$ cat config.mk
export PLATFORM = sky130hd
export DESIGN_NAME = dma_chan_regs
export DESIGN_NICKNAME = d
export VERILOG_FILES = /design/src/rtl/dma_chan_pkg.sv /design/src/rtl/dma_chan_ctrl.sv /design/src/rtl/dma_chan_addr.sv /design/src/rtl/dma_chan_len.sv /design/src/rtl/dma_chan_regs.sv
export SDC_FILE = /design/constraint.sdc
export NUM_CORES = 1
export LEC_CHECK = 0
export ABC_AREA = 1
export BUFFER_PORTS_ARGS = -buffer_cell sky130_fd_sc_hd__buf_2
export CORE_MARGIN = 2
export CORE_UTILIZATION = 45
export CTS_CLUSTER_DIAMETER = 150
export DETAILED_ROUTE_END_ITERATION = 12
export GPL_TIMING_DRIVEN = 0
export HOLD_SLACK_MARGIN = 0.05
export PLACE_DENSITY_LB_ADDON = 0.05
export SYNTH_ARGS = -nofsm -noshare
export SYNTH_HDL_FRONTEND = slang
export SYNTH_HIERARCHICAL = 1
export SYNTH_SLANG_ARGS = --single-unit
$ cat constraint.sdc
create_clock -name clk -period 6.3 [get_ports clk]
set_input_delay 0.945 -clock clk [delete_from_list [all_inputs] [get_ports clk]]
set_output_delay 0.945 -clock clk [all_outputs]
set_load 0.03 [all_outputs]
$ cat src/rtl/dma_chan_pkg.sv
package dma_chan_pkg;
  localparam int DATA_W  = 32;
  localparam int ADDR_W  = 2;
  localparam int BASE_W  = 24;
  localparam int SIZE_W  = 16;
  localparam int WIN_W   = 3;
  localparam logic [DATA_W-1:0] CTRL_MASK = 32'h7177_0703;

  typedef enum logic [ADDR_W-1:0] {
    A_CTRL = 2'd0,
    A_BASE = 2'd1,
    A_BLK  = 2'd2,
    A_NONE = 2'd3
  } reg_sel_e;

  typedef enum logic [1:0] {
    SM_MANUAL  = 2'd0,
    SM_REQUEST = 2'd1,
    SM_LIST    = 2'd2,
    SM_RSVD    = 2'd3
  } sync_e;

  typedef struct packed {
    logic             to_dev;
    logic             step_dn;
    logic             chop;
    sync_e            sync;
    logic [WIN_W-1:0] win_dma;
    logic [WIN_W-1:0] win_cpu;
    logic             en;
    logic             start;
    logic [1:0]       spare;
  } ctrl_t;

  function automatic logic [DATA_W-1:0] ctrl_pack(ctrl_t c);
    logic [DATA_W-1:0] w;
    w        = '0;
    w[0]     = c.to_dev;
    w[1]     = c.step_dn;
    w[8]     = c.chop;
    w[10:9]  = c.sync;
    w[18:16] = c.win_dma;
    w[22:20] = c.win_cpu;
    w[24]    = c.en;
    w[28]    = c.start;
    w[30:29] = c.spare;
    return w;
  endfunction

  function automatic ctrl_t ctrl_unpack(logic [DATA_W-1:0] w);
    ctrl_t c;
    c.to_dev  = w[0];
    c.step_dn = w[1];
    c.chop    = w[8];
    c.sync    = sync_e'(w[10:9]);
    c.win_dma = w[18:16];
    c.win_cpu = w[22:20];
    c.en      = w[24];
    c.start   = w[28];
    c.spare   = w[30:29];
    return c;
  endfunction
endpackage

$ cat src/rtl/dma_chan_ctrl.sv
module dma_chan_ctrl
  import dma_chan_pkg::*;
(
  input  logic              clk,
  input  logic              rst,
  input  logic              wr_i,
  input  logic [DATA_W-1:0] wdata_i,
  input  logic              done_i,
  output ctrl_t             ctrl_o
);
  ctrl_t ctrl_q;
  ctrl_t ctrl_d;
  logic [DATA_W-1:0] masked;

  assign masked = wdata_i & CTRL_MASK;

  always_comb begin
    ctrl_d = ctrl_q;
    if (wr_i) ctrl_d = ctrl_unpack(masked);
    if (done_i) begin
      ctrl_d.en    = 1'b0;
      ctrl_d.start = 1'b0;
    end
  end

  always_ff @(posedge clk) begin
    if (rst) ctrl_q <= '0;
    else     ctrl_q <= ctrl_d;
  end

  assign ctrl_o = ctrl_q;

  // a done strobe always leaves the channel disarmed
  p_done_disarm_r9: assert property (@(posedge clk) disable iff (rst)
    done_i |=> (!ctrl_q.en && !ctrl_q.start));

  // without a write, done leaves the other fields untouched
  p_done_keep_r9: assert property (@(posedge clk) disable iff (rst)
    (done_i && !wr_i) |=> ($stable(ctrl_q.sync) && $stable(ctrl_q.win_dma) &&
                           $stable(ctrl_q.win_cpu) && $stable(ctrl_q.spare) &&
                           $stable(ctrl_q.to_dev) && $stable(ctrl_q.chop)));
endmodule

$ cat src/rtl/dma_chan_addr.sv
module dma_chan_addr
  import dma_chan_pkg::*;
#(
  parameter int BW = BASE_W,
  parameter int SW = SIZE_W
) (
  input  logic          clk,
  input  logic          rst,
  input  logic          base_wr_i,
  input  logic          blk_wr_i,
  input  logic [BW-1:0] base_wdata_i,
  input  logic [SW-1:0] size_wdata_i,
  input  logic [SW-1:0] count_wdata_i,
  output logic [BW-1:0] base_o,
  output logic [SW-1:0] size_o,
  output logic [SW-1:0] count_o
);
  always_ff @(posedge clk) begin
    if (rst) begin
      base_o  <= '0;
      size_o  <= '0;
      count_o <= '0;
    end else begin
      if (base_wr_i) base_o <= base_wdata_i;
      if (blk_wr_i) begin
        size_o  <= size_wdata_i;
        count_o <= count_wdata_i;
      end
    end
  end

  // a block write lands unchanged
  p_blk_write_r4: assert property (@(posedge clk) disable iff (rst)
    blk_wr_i |=> (size_o == $past(size_wdata_i) && count_o == $past(count_wdata_i)));
endmodule

$ cat src/rtl/dma_chan_len.sv
module dma_chan_len
  import dma_chan_pkg::*;
#(
  parameter int SW = SIZE_W,
  parameter int LW = DATA_W
) (
  input  sync_e         sync_i,
  input  logic          en_i,
  input  logic          start_i,
  input  logic [SW-1:0] size_i,
  input  logic [SW-1:0] count_i,
  output logic          active_o,
  output logic [LW-1:0] len_o,
  output logic          len_valid_o
);
  localparam int PW = 2 * SW;
  logic [PW-1:0] prod;
  logic          cond;

  assign prod = size_i * count_i;

  always_comb begin
    cond        = 1'b0;
    len_o       = '0;
    len_valid_o = 1'b0;
    unique case (sync_i)
      SM_MANUAL: begin
        cond        = start_i;
        len_o       = LW'(size_i);
        len_valid_o = 1'b1;
      end
      SM_REQUEST: begin
        cond        = 1'b1;
        len_o       = LW'(prod);
        len_valid_o = 1'b1;
      end
      SM_LIST: cond = 1'b1;
      default: cond = 1'b0;
    endcase
  end

  assign active_o = en_i && cond;
endmodule

$ cat src/rtl/dma_chan_regs.sv
module dma_chan_regs
  import dma_chan_pkg::*;
(
  input  logic              clk,
  input  logic              rst,
  input  logic [ADDR_W-1:0] reg_addr_i,
  input  logic              reg_we_i,
  input  logic [DATA_W-1:0] reg_wdata_i,
  output logic [DATA_W-1:0] reg_rdata_o,
  input  logic              done_i,
  output logic              active_o,
  output logic [DATA_W-1:0] xfer_len_o,
  output logic              len_valid_o
);
  reg_sel_e          sel;
  ctrl_t             ctrl;
  logic [BASE_W-1:0] base;
  logic [SIZE_W-1:0] size;
  logic [SIZE_W-1:0] count;
  logic [DATA_W-1:0] rd_mux;

  assign sel = reg_sel_e'(reg_addr_i);

  dma_chan_ctrl u_ctrl (
    .clk     (clk),
    .rst     (rst),
    .wr_i    (reg_we_i && sel == A_CTRL),
    .wdata_i (reg_wdata_i),
    .done_i  (done_i),
    .ctrl_o  (ctrl)
  );

  dma_chan_addr #(.BW(BASE_W), .SW(SIZE_W)) u_addr (
    .clk           (clk),
    .rst           (rst),
    .base_wr_i     (reg_we_i && sel == A_BASE),
    .blk_wr_i      (reg_we_i && sel == A_BLK),
    .base_wdata_i  (reg_wdata_i[BASE_W-1:0]),
    .size_wdata_i  (reg_wdata_i[SIZE_W-1:0]),
    .count_wdata_i (reg_wdata_i[DATA_W-1:SIZE_W]),
    .base_o        (base),
    .size_o        (size),
    .count_o       (count)
  );

  dma_chan_len #(.SW(SIZE_W), .LW(DATA_W)) u_len (
    .sync_i      (ctrl.sync),
    .en_i        (ctrl.en),
    .start_i     (ctrl.start),
    .size_i      (size),
    .count_i     (count),
    .active_o    (active_o),
    .len_o       (xfer_len_o),
    .len_valid_o (len_valid_o)
  );

  always_comb begin
    unique case (sel)
      A_CTRL:  rd_mux = ctrl_pack(ctrl);
      A_BASE:  rd_mux = DATA_W'(base);
      A_BLK:   rd_mux = {count, size};
      default: rd_mux = '0;
    endcase
  end

  always_ff @(posedge clk) begin
    if (rst) reg_rdata_o <= '0;
    else     reg_rdata_o <= rd_mux;
  end

  // a control read-back never shows unmapped bits
  p_ctrl_rsvd_r2: assert property (@(posedge clk) disable iff (rst)
    (sel == A_CTRL) |=> ((reg_rdata_o & ~CTRL_MASK) == '0));

  // a base read-back never shows the upper byte
  p_base_hi_r3: assert property (@(posedge clk) disable iff (rst)
    (sel == A_BASE) |=> (reg_rdata_o[DATA_W-1:BASE_W] == '0));

  // the channel is never active without its enable bit
  p_active_en_r5: assert property (@(posedge clk) disable iff (rst)
    active_o |-> ctrl.en);

  // reserved mode neither activates nor yields a length
  p_rsvd_mode_r8: assert property (@(posedge clk) disable iff (rst)
    (ctrl.sync == SM_RSVD) |-> (!active_o && !len_valid_o));
endmodule

# == Word-level counts from Yosys, hierarchy flattened ==
# Cells that the tools add are included.
# word_totals
register_bits,103
in_bits,38
out_inout_bits,66
# op_classes
n_eq_ne,4
multipliers,1
reduce_logical,9
n_mux,4
# ops
operator,n
32-bit one-hot mux with 3 select lines,1
32-bit one-hot mux with 2 select lines,1
16-bit by 16-bit multiplier with 32-bit output,1
2-bit OR reduction,3
"2-bit by 1-bit equality test with 1-bit output, second input constant",2
"2-bit equality test, second input constant",2
1-bit logical AND,4
2-bit zero test,2
1-bit one-hot mux with 2 select lines,1
1-bit two-way mux,1

# == Logic depth before layout (Yosys ltp) ==
# Gate-level depths: netlist of the first run.
# depth
depth_word,4
mapped_depth,26

# == Hierarchy ==
# Netlist of the first run, hierarchy kept.
# modules_own_cells
mod,cells_each,instances,area_each_um2,seq_area_each_um2
dma_chan_len,1434,1,9681.8,0.0
dma_chan_addr,355,1,2294.7,1121.1
dma_chan_regs,180,1,1351.3,640.6
dma_chan_ctrl,96,1,635.6,300.3

# == Worst setup path before layout of the first run ==
# Ideal clock, no wire load.
# synth_path
path_type,reg2out
from,register u_addr.size_o[10]
to,output port xfer_len_o[14]
setup_slack_ps,-212
arrival_ps,5567
path_stages_with_launch,20
path_cell_list,dfxtp_1 clkbuf_1 clkbuf_1 nand2_1 fa_1 fa_1 fa_1 fa_1 inv_1 fa_1 inv_1 fa_1 inv_1 ha_1 nand2_1 nor2_1 nand3_1 nand3_1 nor2_1 o21ai_0
# synth_via
elab_chain_cells,2
# synth_lines
item,line_no,text
start: declaration,dma_chan_addr.sv:15,"output logic [SW-1:0] size_o,"
start signal: assignment,dma_chan_addr.sv:26,size_o <= size_wdata_i;
16-bit by 16-bit multiplier with 32-bit output,dma_chan_len.sv:20,assign prod = size_i * count_i;
32-bit one-hot mux with 2 select lines,dma_chan_len.sv:26,unique case (sync_i)
end: declaration,dma_chan_regs.sv:12,"output logic [DATA_W-1:0] xfer_len_o,"
# Every way passes these cells.

# == Worst setup path after layout of the first run ==
# layout_path
from,register u_addr.count_o[1]
to,output port xfer_len_o[29]
# layout_via
elab_chain_cells,2
# layout_lines
item,line_no,text
start: declaration,dma_chan_addr.sv:16,output logic [SW-1:0] count_o
start signal: assignment,dma_chan_addr.sv:27,count_o <= count_wdata_i;
16-bit by 16-bit multiplier with 32-bit output,dma_chan_len.sv:20,
32-bit one-hot mux with 2 select lines,dma_chan_len.sv:26,
# Every way passes these cells.

==> impl_results.rst, run 1 <==
.. list-table::
   :header-rows: 1

   * - Metric
     - Value
   * - Initial core utilization
     - 45.6%
   * - Count of TritonRoute iterations in the first routing pass
     - 5
   * - P per Cell Area
     - 109 nW/um2
   * - First-pass GRT wire length
     - 71.8 mm
   * - Metal2 WL
     - 20.2 mm
   * - Area growth, synth to finish
     - 25.6%
   * - Unrepaired setup endpoints after global routing
     - true
   * - Area of the multi-input gates
     - 10200 um2
   * - Residual antenna-violating net count after detailed routing
     - 0
   * - Number of remaining DRC errors
     - 0
   * - Share of post-route cells with drive strength above 1
     - 24.6%
   * - Avg Synthesized Cell Area
     - 6.76 um2
   * - Inserted Clock Buffers
     - 9
   * - WL met3
     - 4.05 mm
   * - Worst reg2reg startpoint
     - u_addr/size_o[14]$_SDFFE_PP0P_
   * - Clk_lat worst skew
     - 350 ps
   * - Post-layout min period
     - 6660 ps
   * - Fraction of power consumed by combinational cells
     - 31.8%
   * - Hold path depth
     - 2
   * - Net switching power
     - 0.667 mW
   * - Launching element of the worst setup path
     - u_addr/count_o[1]$_SDFFE_PP0P_
   * - Setup slack of the worst register-to-register path
     - 5180 ps
   * - Reg power frac
     - 37.3%
   * - Leakage power total
     - 10.3 nW
   * - Maxcap violations
     - 0
   * - Clock Pin Slew Worst Setup and Hold Paths
     - 70 ps
   * - Core Region
     - 30600 um2
   * - Global-route usage over all layers
     - 28.9%
   * - Pin count of the biggest net entering global routing
     - 19
   * - Number of design-rule violations left by the first detailed-router iteration
     - 834
   * - Total Nets Final
     - 2586
   * - Clock root buffer
     - clkbuf_16
   * - Worst max-slew margin expressed relative to the limit
     - 60.7%
   * - Die Footprint
     - 32500 um2
   * - Clock tree from TritonCTS
     - done
   * - Die extent in x
     - 180 um
   * - Synthesized cell area
     - 14000 um2
   * - CP Max Fanout
     - 10
   * - Fill cell count
     - 3037
   * - Number of distinct standard cells referenced by the synthesized netlist
     - 32
   * - I/O pins
     - 104
   * - Port Buffer Count
     - 101
   * - Data arrival time of the critical path
     - 5710 ps
   * - Cell Rows
     - 64
   * - Post-detailed-route wirelength per cell
     - 17.5 um
   * - Total congestion overflow after global routing
     - 0
   * - Yosys warning count
     - 6
   * - Final critical-path share of the clock period
     - 106%
   * - Maximum operating frequency
     - 150 MHz
   * - Maximum clock path buffer count
     - 2
   * - Placed Area
     - 15000 um2
   * - Cells after Synth
     - 2065
   * - Result of the run
     - complete, but fails checks
   * - Post-detailed-placement half-perimeter wirelength
     - 34.5 mm
   * - Nets in the synthesized netlist
     - 2404
   * - Clock power frac
     - 31.0%
   * - Category of the worst setup path launch point
     - flip-flop
   * - Routed vias/inst
     - 4.86
   * - R2R depth
     - 4
   * - Wire length reported by the detailed router
     - 46.4 mm
   * - Violations in the final reports
     - negative setup slack
   * - Maximum level of the CTS H-tree
     - 3
   * - Internal power
     - 1.24 mW
   * - Initial antenna violation count
     - 1
   * - Number of sinks driven by the clock tree
     - 103
   * - Number of endpoints with negative hold slack in the final report
     - 0
   * - Post-Route Skew
     - 5.87 ps
   * - Final estimated routing congestion in global placement
     - 0.915
   * - Final standard cell area without fillers
     - 17500 um2
   * - Switching part of the total power
     - 35.0%
   * - Worst-Margin Slew
     - 590 ps
   * - Sequential fraction of the synthesis area
     - 14.8%
   * - Total design power
     - 1.91 mW
   * - Routed length on met1
     - 20.2 mm
   * - Top routing layer used
     - met4
   * - Area taken by flip-flops and latches
     - 2170 um2
   * - Class of the most critical hold timing path
     - flip-flop to flip-flop
   * - Worst Slack Setup Final
     - -355 ps
   * - Via count of the first global-routing pass
     - 12983
   * - Worst setup EP type
     - output pin
   * - Die Height
     - 180 um
   * - Post-synthesis register bit count
     - 103
   * - Peak VDD IR
     - 144 uV
   * - Hold path start
     - u_addr/base_o[13]$_SDFFE_PP0P_
   * - Max Transition Viols Final
     - 0
   * - Critical path start-end classification
     - flip-flop to output pin
   * - Total via count after detailed routing
     - 12872
   * - Final setup violating endpoints
     - 20
   * - Required time worst endpoint
     - 5350 ps
## cell type report
class	instances	share of cell area, %
flip-flops and latches	103	12.4
clock buffers	10	1.36
inverters	527	11.3
diodes	1	0.0143
plain buffers	72	4.72
multi-input cells	1334	58.2
well taps	396	2.82
clock inverters	6	0.428
repair buffers	200	8.75
## timing repair
| item | CTS | global route |
|---|---|---|
| gates cloned | 0 | 0 |
| pin swaps | 74 | 101 |
| hold buffers | 0 | 0 |
| endpoints found under the setup margin | 25 | 23 |
| resized for setup | 347 | 168 |
| buffers inserted | 56 | 44 |
## power groups by stage
stage	clock, mW	sequential, mW	combinational, mW
after floorplan	0	0.715	0.290
after global placement	0	0.711	0.460
after detailed placement	0	0.712	0.462
after CTS	0.600	0.712	0.557
after global routing	0.631	0.713	0.657
final	0.590	0.711	0.606
## cells in the mapped netlist
library cell,number,area share [%]
nand2_1,675,18
inv_1,522,14
nor2_1,206,5.5
fa_1,194,28
ha_1,107,9.6
dfxtp_1,103,15
clkbuf_1,67,1.8
nand3_1,55,2.0
a21oi_1,46,1.6
buf_4,16,0.86
o21ai_0,13,0.47
buf_2,10,0.36
buf_6,8,0.65
nor2_2,6,0.27
o21bai_1,5,0.27
a22o_1,3,0.19
inv_2,3,0.081
nor2_4,3,0.24
nor3_1,3,0.11
xnor2_1,3,0.19
and2_1,2,0.090
inv_4,2,0.090
nand2_2,2,0.090
nand3_2,2,0.14
xor2_1,2,0.13
a21o_1,1,0.054
a21oi_2,1,0.063
a32o_1,1,0.072
nand3b_1,1,0.054
nor2_8,1,0.14
nor3b_1,1,0.054
or2_2,1,0.045
## state kept, by name, indices dropped and copies added, names as in the netlist
name / flops
u_addr/size_o: 16
reg_rdata_o: 32
u_addr/count_o: 16
u_addr/base_o: 24
u_ctrl/ctrl_o: 15
## kinds of logic (layout without fill, tap and decap cells)
group           after synthesis  in the layout  share of synthesized area, %
flops                       103            103                          14.8
other cells                   0              1                             0
compound gates               70             70                          2.76
fa+ha+maj                   301            301                          37.4
buf+inv                     628            815                          17.9
xor+xnor                      5              5                         0.314
simple gates                958            958                          26.9
## worst max-delay path, cell delays in order, from the launching register on
cell and delay, ps:
dfxtp_4 380, clkbuf_8 170, nand2_2 70, fa_1 520, fa_2 610, fa_2 430
fa_1 550, inv_2 50, fa_1 560, inv_2 50, fa_1 550, inv_2 60
ha_4 310, nand2_4 80, nor2_4 150, nand3_2 80, nand3b_1 190, nand2_1 120
nand3_1 100, nand2_1 60, nor2_2 110, buf_6 140
## stage by stage
stage / hold slack, ps / worst slack [ps] / std cells / TNS, ps / utilization, %
after floorplan: 436 / 6.59 / 2065 / 0 / -
after global placement: 455 / -1260 / 2562 / -24060 / 49.1
after detailed placement: 452 / -1280 / 2562 / -24370 / 49.1
after CTS: 471 / -355 / 2612 / -5590 / 55.0
after global routing: 489 / -529 / 2648 / -9530 / 57.3
final: 472 / -355 / 2649 / -5550 / 57.3
## worst paths after layout
check,end
setup / recovery,xfer_len_o[29]
hold / removal,u_addr/base_o[13]$_SDFFE_PP0P_
setup reg to reg,reg_rdata_o[14]$_SDFF_PP0_
hold reg to reg,u_addr/base_o[13]$_SDFFE_PP0P_
## metal layers
metal	track usage, %	vias up
met2	44.7	412
met3	8.49	100
met1	38.8	6137
met5	0	-
li1	-	6223
met4	9.97	0
## cell usage in the layout, fill, tap and decap left out, types with 13 or more instances in the layout
master / synthesis / routed
nand3_1: 55 / 40
nand3_2: 2 / 13
nor2_1: 206 / 177
a21oi_1: 46 / 34
clkbuf_16: 0 / 19
dfxtp_4: 0 / 29
dfxtp_1: 103 / 73
fa_1: 194 / 173
nand2_1: 675 / 600
nand2_2: 2 / 57
buf_6: 8 / 42
inv_2: 3 / 53
buf_4: 16 / 95
buf_2: 10 / 88
nand2_4: 0 / 20
inv_1: 522 / 472
nor2_2: 6 / 26
fa_2: 0 / 21
ha_1: 107 / 93
No activity file was read; power rests on OpenSTA's default activity.
==> run 2: changes to the inputs <==
HOLD_SLACK_MARGIN = not set   (was 0.05)
SKIP_LAST_GASP = 1   (was not set)
==> run 2 against run 1 <==
  * The run still ends with negative setup slack left
  * Combinational power shrank 2%
  * Worst setup slack lost 22 ps
  * Via count is essentially flat
  * Clock skew grew 0.50 ps
  * Register-to-register slack is essentially flat
  * Clock power is essentially flat
  * Non-clock buffer count shrank 10
  * Utilization shrank 0.49 points
  * Largest power group unchanged
  * First-iteration DRC count shrank 3.4%
==> impl_results.rst, run 2 (same netlist as run 1, synthesis figures left out) <==
.. list-table::
   :header-rows: 1

   * - Metric
     - Value
   * - Fill cell count
     - 3050 (+0.43%)
   * - Clk_lat worst skew
     - 350 ps (about the same)
   * - Hold path start
     - u_addr/base_o[4]$_SDFFE_PP0P_
   * - Post-layout min period
     - 6680 ps (+21.7 ps)
   * - CP Max Fanout
     - 5 (-5)
   * - Required time worst endpoint
     - 5350 ps (about the same)
   * - Initial antenna violation count
     - 1 (unchanged)
   * - Total design power
     - 1.89 mW (-0.70%)
   * - Share of the core filled with cells
     - 56.8% (-0.49 points)
   * - Post-detailed-route wirelength per cell
     - 17.5 um (+0.28%)
   * - Worst-Margin Slew
     - 587 ps (-3.06 ps)
   * - Final critical-path share of the clock period
     - 106% (+0.34 points)
   * - Leakage power total
     - 10.1 nW (-1.4%)
   * - Global routing met1 resource utilization
     - 38.9% (+0.065 points)
   * - Number of remaining DRC errors
     - 0 (unchanged)
   * - Maximum operating frequency
     - 150 MHz (-0.33%)
   * - Post-Route Skew
     - 6.37 ps (+0.503 ps)
   * - Post-detailed-placement half-perimeter wirelength
     - 34.5 mm (unchanged)
   * - Peak-usage layer in the global routing report
     - met2
   * - Wire length reported by the detailed router
     - 46.3 mm (about the same)
   * - Category of the worst setup path launch point
     - flip-flop
   * - Most frequent cells in the layout
     - nand2_1, inv_1, nor2_1
   * - Most frequent cell on the critical path
     - inv_2
   * - Total congestion overflow after global routing
     - 0 (unchanged)
   * - Maximum clock path buffer count
     - 2 (unchanged)
   * - Cell Rows
     - 64 (unchanged)
   * - Regs by FF count
     - reg_rdata_o x32, u_addr/base_o x24
   * - Clock tree from TritonCTS
     - done
   * - Die extent in x
     - 180 um (unchanged)
   * - Number of sinks driven by the clock tree
     - 103 (unchanged)
   * - Clock Pin Slew Worst Setup and Hold Paths
     - 70 ps (about the same)
   * - Die Footprint
     - 32500 um2 (unchanged)
   * - I/O pins
     - 104 (unchanged)
   * - Maximum level of the CTS H-tree
     - 3 (unchanged)
   * - Final estimated routing congestion in global placement
     - 0.915 (unchanged)
   * - Worst Slack Setup Final
     - -377 ps (-21.7 ps)
   * - Total Nets Final
     - 2576 (-0.39%)
   * - Minimum hold slack
     - 472 ps (+0.290 ps)
   * - Number of design-rule violations left by the first detailed-router iteration
     - 806 (-3.4%)
   * - Share of post-route cells with drive strength above 1
     - 23.2% (-1.4 points)
   * - Initial core utilization
     - 45.6% (unchanged)
   * - Max reg flops
     - 32 (unchanged)
   * - Global-route usage over all layers
     - 28.9% (unchanged)
   * - Count of TritonRoute iterations in the first routing pass
     - 5 (unchanged)
   * - Core Region
     - 30600 um2 (unchanged)
   * - Worst max-slew margin expressed relative to the limit
     - 60.9% (+0.20 points)
   * - Accumulated negative setup slack
     - -5860 ps (-314 ps)
   * - Critical path start-end classification
     - flip-flop to output pin
   * - Data arrival time of the critical path
     - 5730 ps (+20 ps)
   * - Pin count of the biggest net entering global routing
     - 19 (unchanged)
   * - Peak VDD IR
     - 145 uV (+0.14%)
   * - Worst path max stage delay
     - 570 ps (-40 ps)
   * - Met3 capacity usage during global routing
     - 8.43% (-0.061 points)
   * - Final setup violating endpoints
     - 20 (unchanged)
   * - Cts hold-fix bufs
     - 0 (unchanged)
   * - Unrepaired setup endpoints after global routing
     - true
   * - Inserted Clock Buffers
     - 9 (unchanged)
   * - Area growth, synth to finish
     - 24.5%
   * - Chain of cells forming the critical path
     - buf_8, nand2_2, inv_2, fa_1, inv_2, fa_2, fa_2, fa_1, inv_2, fa_1, inv_2, fa_1, inv_2, ha_4, nand2_4, nor2_4, nand3_2, nand3b_1, nand2_1, nand3_1, nand2_1, nor2_2, buf_6
   * - Class of the most critical hold timing path
     - flip-flop to flip-flop
   * - Violations in the final reports
     - negative setup slack
   * - Routing usage on met2
     - 44.7% (-0.061 points)
   * - Residual antenna-violating net count after detailed routing
     - 0 (unchanged)
   * - Worst reg2reg startpoint
     - u_addr/size_o[14]$_SDFFE_PP0P_
   * - Register containing the most flip-flops in the final layout
     - reg_rdata_o
   * - Result of the run
     - complete, but fails checks
   * - Max Transition Viols Final
     - 0 (unchanged)
   * - Routed vias/inst
     - 4.87 (+0.30%)
   * - Commonest non-fill, non-tap cell in the layout
     - nand2_1
   * - P per Cell Area
     - 109 nW/um2 (+0.15%)
   * - Maxcap violations
     - 0 (unchanged)
   * - Launching element of the worst setup path
     - u_addr/size_o[5]$_SDFFE_PP0P_
   * - Number of endpoints with negative hold slack in the final report
     - 0 (unchanged)
   * - Via count of the first global-routing pass
     - 12985 (+0.015%)
   * - First-pass GRT wire length
     - 71.9 mm (about the same)
   * - Total via count after detailed routing
     - 12862 (-0.078%)
   * - Clock root buffer
     - clkbuf_16
   * - Area taken by flip-flops and latches
     - 2170 um2 (unchanged)
   * - Die Height
     - 180 um (unchanged)
   * - Place WS
     - -1280 ps (unchanged)
   * - Area of the multi-input gates
     - 10200 um2 (-0.38%)
   * - CP max stage cell
     - fa_1
   * - Port Buffer Count
     - 101 (unchanged)
   * - Worst setup EP type
     - output pin
## run 2: changes by cell type in the layout (fill, tap and decap cells not counted), sizes merged
cell and change:
clkbuf +2, buf -12
## run 2: path summary, 6_finish.rpt
path                            slack (ps)                         end  depth (start not counted)
worst min register to register         470   reg_rdata_o[4]$_SDFF_PP0_                          2
worst max register to register        5190  reg_rdata_o[14]$_SDFF_PP0_                          4
worst min-delay path                   470   reg_rdata_o[4]$_SDFF_PP0_                          2
worst max-delay path                  -380              xfer_len_o[29]                         23
## run 2: metrics by stage
step | cell area [um2] | cells
after detailed placement | 15000 | 2562
after CTS | 16800 | 2612
after floorplan | 14000 | 2065
after global placement | 15000 | 2562
final | 17400 | 2639
after global routing | 17400 | 2638
## run 2: layer usage
metal	routed length, um	up-vias
li1	-	6199
met1	20300	6134
met2	20400	432
met3	4000	97
met4	1620	0
met5	0	-
## run 2: layout make-up
class / count / share of cell area (%)
clock inverter: 6 / 0.432
inverter: 527 / 11.4
antenna: 1 / 0.0144
timing repair buffer: 190 / 8.25
tap: 396 / 2.85
buffer: 72 / 4.71
sequential: 103 / 12.5
clock buffer: 10 / 1.37
multi-input combinational: 1334 / 58.5
## run 2: timing repair
| action | CTS | global route |
|---|---|---|
| resized for setup | 338 | 141 |
| pin swaps | 72 | 95 |
| endpoints found under the setup margin | 25 | 23 |
| buffers inserted | 56 | 33 |
## run 2: power breakdown
part | switching, mW | internal (mW)
Clock | 0.263 | 0.326
Combinational | 0.360 | 0.233
Sequential | 0.0382 | 0.673
Total | 0.661 | 1.23
## run 2: worst max-delay path, delay by kind of cell (launching register included)
family / cells / cell delay, ps
buffers and inverters: 7 / 520
AND/OR/NAND/NOR: 9 / 940
flip-flops: 1 / 380
adder cells (fa/ha/maj): 7 / 3510
